$ cat src/rtl/dcm_pkg.sv
package dcm_pkg;
  localparam int FC_W        = 4;
  localparam int FC_MISMATCH = 0;
  localparam int FC_WD_A     = 1;
  localparam int FC_WD_B     = 2;
  localparam int FC_CFG      = 3;
  localparam int N_CHAN      = 2;
endpackage

$ cat src/rtl/dcm_compare.sv
module dcm_compare #(
  parameter int DATA_W = 12
) (
  input  logic [DATA_W-1:0] a,
  input  logic [DATA_W-1:0] b,
  input  logic [DATA_W-1:0] tol,
  output logic              agree
);
  logic [DATA_W-1:0] diff;

  always_comb begin
    if (a >= b) diff = a - b;
    else        diff = b - a;
    agree = (diff <= tol);
  end
endmodule

$ cat src/rtl/dcm_watchdog.sv
module dcm_watchdog #(
  parameter int CNT_W = 16
) (
  input  logic             clk,
  input  logic             rst,
  input  logic             reload,
  input  logic             hb,
  input  logic [CNT_W-1:0] limit,
  output logic             expired
);
  logic [CNT_W-1:0] cnt;

  always_ff @(posedge clk) begin
    if (rst || reload || hb) cnt <= '0;
    else if (cnt < limit)    cnt <= cnt + 1'b1;
  end

  assign expired = (cnt >= limit);

  AST_HB_RELOADS: assert property (@(posedge clk) disable iff (rst)
    hb |=> (cnt == '0));
endmodule

$ cat src/rtl/dcm_fault_latch.sv
module dcm_fault_latch
  import dcm_pkg::*;
(
  input  logic            clk,
  input  logic            rst,
  input  logic            clr,
  input  logic [FC_W-1:0] set_vec,
  output logic [FC_W-1:0] code,
  output logic            tripped
);
  logic [FC_W-1:0] danger_mask;
  assign danger_mask = FC_W'((1 << FC_MISMATCH) | (1 << FC_WD_A) | (1 << FC_WD_B));

  always_ff @(posedge clk) begin
    if (rst || clr) begin
      code    <= '0;
      tripped <= 1'b0;
    end else begin
      code    <= code | set_vec;
      tripped <= tripped | (|(set_vec & danger_mask));
    end
  end

  AST_FAULT_STICKY: assert property (@(posedge clk) disable iff (rst)
    !clr |=> ((code & $past(code)) == $past(code)));
  AST_TRIP_HOLDS: assert property (@(posedge clk) disable iff (rst)
    (tripped && !clr) |=> tripped);
endmodule

$ cat src/rtl/dual_chan_monitor.sv
module dual_chan_monitor
  import dcm_pkg::*;
#(
  parameter int DATA_W = 12,
  parameter int WD_W   = 16
) (
  input  logic              clk,
  input  logic              rst,
  input  logic              clr,
  input  logic              cmp_strobe,
  input  logic [DATA_W-1:0] res_a,
  input  logic [DATA_W-1:0] res_b,
  input  logic [DATA_W-1:0] tol,
  input  logic              hb_a,
  input  logic              hb_b,
  input  logic [WD_W-1:0]   wd_limit,
  input  logic              cfg_fail,
  output logic [DATA_W-1:0] out_res,
  output logic              out_en,
  output logic [FC_W-1:0]   fault_code,
  output logic              trip
);
  logic              agree;
  logic [N_CHAN-1:0] hb_vec;
  logic [N_CHAN-1:0] wd_exp;
  logic [FC_W-1:0]   set_vec;
  logic              danger_now;

  assign hb_vec = {hb_b, hb_a};

  dcm_compare #(.DATA_W(DATA_W)) u_cmp (
    .a(res_a), .b(res_b), .tol(tol), .agree(agree)
  );

  for (genvar c = 0; c < N_CHAN; c++) begin : g_wd
    dcm_watchdog #(.CNT_W(WD_W)) u_wd (
      .clk(clk), .rst(rst), .reload(clr), .hb(hb_vec[c]),
      .limit(wd_limit), .expired(wd_exp[c])
    );
  end

  always_comb begin
    set_vec              = '0;
    set_vec[FC_MISMATCH] = cmp_strobe && !agree;
    set_vec[FC_WD_A]     = wd_exp[0];
    set_vec[FC_WD_B]     = wd_exp[1];
    set_vec[FC_CFG]      = cfg_fail;
    danger_now           = set_vec[FC_MISMATCH] | set_vec[FC_WD_A] | set_vec[FC_WD_B];
  end

  dcm_fault_latch u_latch (
    .clk(clk), .rst(rst), .clr(clr), .set_vec(set_vec),
    .code(fault_code), .tripped(trip)
  );

  always_ff @(posedge clk) begin
    if (rst || clr) begin
      out_res <= '0;
      out_en  <= 1'b0;
    end else if (trip || danger_now) begin
      out_res <= '0;
      out_en  <= 1'b0;
    end else if (cmp_strobe && agree) begin
      out_res <= res_a;
      out_en  <= 1'b1;
    end
  end

  AST_TRIP_DEENERGIZED: assert property (@(posedge clk) disable iff (rst)
    trip |-> (!out_en && out_res == '0));
  AST_MISMATCH_TRIPS: assert property (@(posedge clk) disable iff (rst)
    (cmp_strobe && !agree && !clr) |=> (trip && fault_code[FC_MISMATCH]));
  AST_WD_TRIPS: assert property (@(posedge clk) disable iff (rst)
    ((|wd_exp) && !clr) |=> (trip && !out_en));
  AST_CFG_LOGGED: assert property (@(posedge clk) disable iff (rst)
    (cfg_fail && !clr) |=> fault_code[FC_CFG]);
  AST_FORWARD: assert property (@(posedge clk) disable iff (rst)
    (cmp_strobe && agree && !trip && !(|wd_exp) && !clr)
      |=> (out_en && out_res == $past(res_a)));
  AST_CLEAR: assert property (@(posedge clk) disable iff (rst)
    clr |=> (fault_code == '0 && !trip && !out_en));
endmodule

$ cat config.mk
export PLATFORM = sky130hd
export DESIGN_NAME = dual_chan_monitor
export DESIGN_NICKNAME = d
export VERILOG_FILES = /design/src/rtl/dcm_pkg.sv /design/src/rtl/dcm_compare.sv /design/src/rtl/dcm_watchdog.sv /design/src/rtl/dcm_fault_latch.sv /design/src/rtl/dual_chan_monitor.sv
export SDC_FILE = /design/constraint.sdc
export NUM_CORES = 1
export LEC_CHECK = 0
export BUFFER_PORTS_ARGS = -buffer_cell sky130_fd_sc_hd__clkbuf_2
export CORE_ASPECT_RATIO = 1.1
export CORE_MARGIN = 5
export CORE_UTILIZATION = 35
export CTS_CLUSTER_DIAMETER = 80
export DETAILED_ROUTE_END_ITERATION = 10
export GPL_ROUTABILITY_DRIVEN = 1
export PLACE_DENSITY = 0.53
export SLEW_MARGIN = 20
export SYNTH_ARGS = -nofsm -noshare
export SYNTH_HDL_FRONTEND = slang
export SYNTH_SLANG_ARGS = --single-unit
$ cat constraint.sdc
create_clock -name clk -period 11.9 [get_ports clk]
set_input_delay 2.38 -clock clk [delete_from_list [all_inputs] [get_ports clk]]
set_output_delay 2.38 -clock clk [all_outputs]
set_load 0.02 [all_outputs]
==> run_results.csv <==
group,metric,value,unit
global_route,grt_pass1_wl,20400,um
global_route,grt_max_degree,28,
synthesis,synth_top_area_cell,"dfxtp_1",
setup_path,crit_path_frequent_cell,"ha_1",
floorplanning,die_area,0.0151,mm^2
setup_path,cp-end-kind,"register",
floorplanning,core,0.0125,mm^2
setup_path,crit_slowest_cell,"a211oi_2",
drt,drt-initial-drc-count,235,
floorplanning,std_cell_rows,43,
sta,finalCritPeriodShare,57.3,%
floorplanning,initial_utilization,35.5,%
sta,slew_viol_final,0,
sta,slew_headroom,28.6,%
synthesis,syn_avg_cell_area,7.99,um^2
global_route,grt.overflow.total,0,
synthesis,yosysSeqAreaShare,22.5,%
clock_tree,cts_tree,"yes",
pwr,p_int,0.333,mW
clock_tree,cts_sinks,50,
sta,worst_slew_pin_slew,1070,ps
worst_hold_path,hold_path.class,"reg2reg",
final_layout,fillers,1309,
final_layout,diodes,0,
setup_path,path_buf_inv,3,
job,max_cap_viol_count,0,
drt,drt_pass1_iterations,4,
pwr,p_switching,0.166,mW
pwr,power.density,97.8,mW/mm^2
clock_tree,htree_levels,2,
placed_design,dp_hpwl,10100,um
clock_tree,cts-hold-fix-buffers,0,
drt,wl_per_cell,16.2,um
sta,rsz0062_at_grt,"no",
drt,route.detailed.drc,0,
pwr,p_clk_share,33.6,%
synthesis,ys_types,53,
clock_tree,cts_setup_buffers,0,
setup_path,required,12080,ps
sta,fmax,0.147,GHz
floorplanning,io_pins,77,
clock_tree,clk_path_buf_depth,2,
placed_design,finalWeightedCongestion,0.892,
global_route,antenna_found_initial,0,
synthesis,netlist_area,0.00445,mm^2
sta,finalSetupViolations,0,
sta,period_minus_slack,6820,ps
pwr,vdd_drop_max,0.0578,mV
final_layout,utilization,40.8,%
pwr,p_sw_share,33.3,%
setup_path,critPathMaxFanout,14,
clock_tree,clockRootBuffer,"clkbuf_16",
final_layout,nets,747,
floorplanning,die_height,128,um
drt,vias,4275,
setup_path,cp-start-kind,"primary input",
pwr,pwr-share-comb,31.6,%
global_route,track_usage,16.2,%
clock_tree,insertion_delay,290,ps
drt,routed_via_density,5.52,
synthesis,netlist_instances,557,
synthesis,synth_nets,687,
setup_path,path_cells,"clkbuf_2 -> inv_1 -> ha_1 -> a21oi_1 -> o21ai_0 -> a211oi_2 -> mux2_2 -> a21boi_0 -> xnor2_1 -> ha_1 -> nand4_1 -> nor3_1 -> a221o_1 -> o211ai_1 -> buf_4 -> o41a_1",
synthesis,synth.area.top_cells,"dfxtp_1 22%, ha_1 19%, a21oi_1 6.0%, inv_1 4.6%, nand3_1 4.2%",
synthesis,synth_warnings,0,
sta,finClkSkew,6.54,ps
drt,wl,12500,um
synthesis,synth_common_cells,"69 x ha_1, 55 x inv_1, 53 x a21oi_1",
sta,final.setup.tns,0,ps
synthesis,synth-edff-count,0,
setup_path,critPathArrivalTime,7000,ps
setup_path,max_stage_delay,950,ps
final_layout,drive_gt1_share,18.1,%
global_route,grt_pass1_vias,4184,
drt,drtAntennaViolNets,0,
placed_design,port_buffers,76,
synthesis,synth_top_area_share,22.5,%
clock_tree,path_clk_slew,70,ps
final_layout,area_growth,14.8,%
pwr,p_seq_share,34.8,%
synthesis,ys.flop_type,"dfxtp_1",
setup_path,critical_path_class,"in2reg",
setup_path,critPathTopFamily,"compound AO/OA/AOI/OAI gates",
floorplanning,chipWidth,118,um
synthesis,ys_ff_latch,50,
clock_tree,cts_resized,0,
synthesis,post-synth-top-count-cell,"ha_1",
clock_tree,cts_buffers,5,
pwr,p_leak,2.36,nW
synthesis,async_reset_ff_share,0,%
outcome,status,"completed",
sta,hold_viol_final,0,
-- worst register-to-register path, cell delays in order (launching register included) --
cell,delay [ps]
dfxtp_1,330
ha_1,310
a21o_1,170
a21o_1,190
a221o_1,530
or3_1,630
or4_1,520
a21oi_1,150
-- cells by family after synthesis --
| group | share of synthesized area (%) |
|---|---|
| simple gates | 20.0 |
| compound gates | 25.2 |
| buf+inv | 7.08 |
| fa+ha+maj | 20.3 |
| flops | 22.5 |
| mux | 2.98 |
| xor+xnor | 1.97 |
-- layer usage --
layer / up-vias / wire [um] / global-route usage [%]
met3: 11 / 582 / 3.53
met1: 1993 / 5460 / 19.3
met5: - / 0 / 0
met2: 92 / 6360 / 30.3
met4: 0 / 133 / 2.77
li1: 2179 / - / -
-- flip-flops by register name, summed over array words and instances, names as in the netlist --
signal and flops:
g_wd.u_wd.cnt 32, out_en 1, out_res 12, u_latch.code 4, u_latch.tripped 1
-- layout by cell type (no fill, tap or decap), types with 6 or more instances in the layout --
| cell | count |
|---|---|
| nor2_1 | 20 |
| or2_2 | 10 |
| nor3_1 | 8 |
| xnor2_1 | 6 |
| inv_1 | 55 |
| and3_1 | 10 |
| mux2i_1 | 11 |
| o21a_1 | 7 |
| a21o_1 | 10 |
| nand3_1 | 37 |
| a211oi_2 | 11 |
| or4_1 | 15 |
| a21oi_1 | 53 |
| o31ai_1 | 15 |
| o21ai_0 | 29 |
| clkbuf_2 | 76 |
| o211ai_1 | 6 |
| ha_1 | 69 |
| nand2_1 | 34 |
| dfxtp_1 | 50 |
| nand4_1 | 13 |
-- path summary, 6_finish.rpt --
path	startpoint	endpoint	slack (ps)	depth (start not counted)
max	res_a[5]	u_latch.tripped	5080	16
min reg2reg	u_latch.code[3]	u_latch.code[3]	470	2
min	u_latch.code[3]	u_latch.code[3]	470	2
max reg2reg	g_wd[1].u_wd.cnt[13]	g_wd[1].u_wd.cnt[15]	9000	7
-- metrics by stage --
step           cells  power, mW  hold slack [ps]  instance area, um^2  worst slack, ps
2_1_floorplan    557      0.288              456                 4450             5810
3_3_place_gp     767      0.334              444                 4940             4910
3_5_place_dp     767      0.337              465                 4940             4790
4_1_cts          775      0.505              477                 5110             5100
5_1_grt          775      0.529              505                 5110             4660
6_report         775      0.500              472                 5110             5080
-- area by class of cell --
type	count	area, um^2	area share, %
clock buffer	5	125	2.45
clock inverter	3	45.0	0.882
inverter	55	206	4.04
multi-input combinational	427	3140	61.4
sequential	50	1000	19.6
tap	157	196	3.85
timing repair buffer	78	395	7.74
-- power groups by stage --
stage	clock network [mW]	logic, mW	registers, mW
detailed placement	0	0.159	0.178
global placement	0	0.157	0.178
global route	0.177	0.177	0.174
finish	0.168	0.158	0.174
CTS	0.171	0.160	0.174
floorplan	0	0.106	0.182
(Power assumes the default switching activity.)
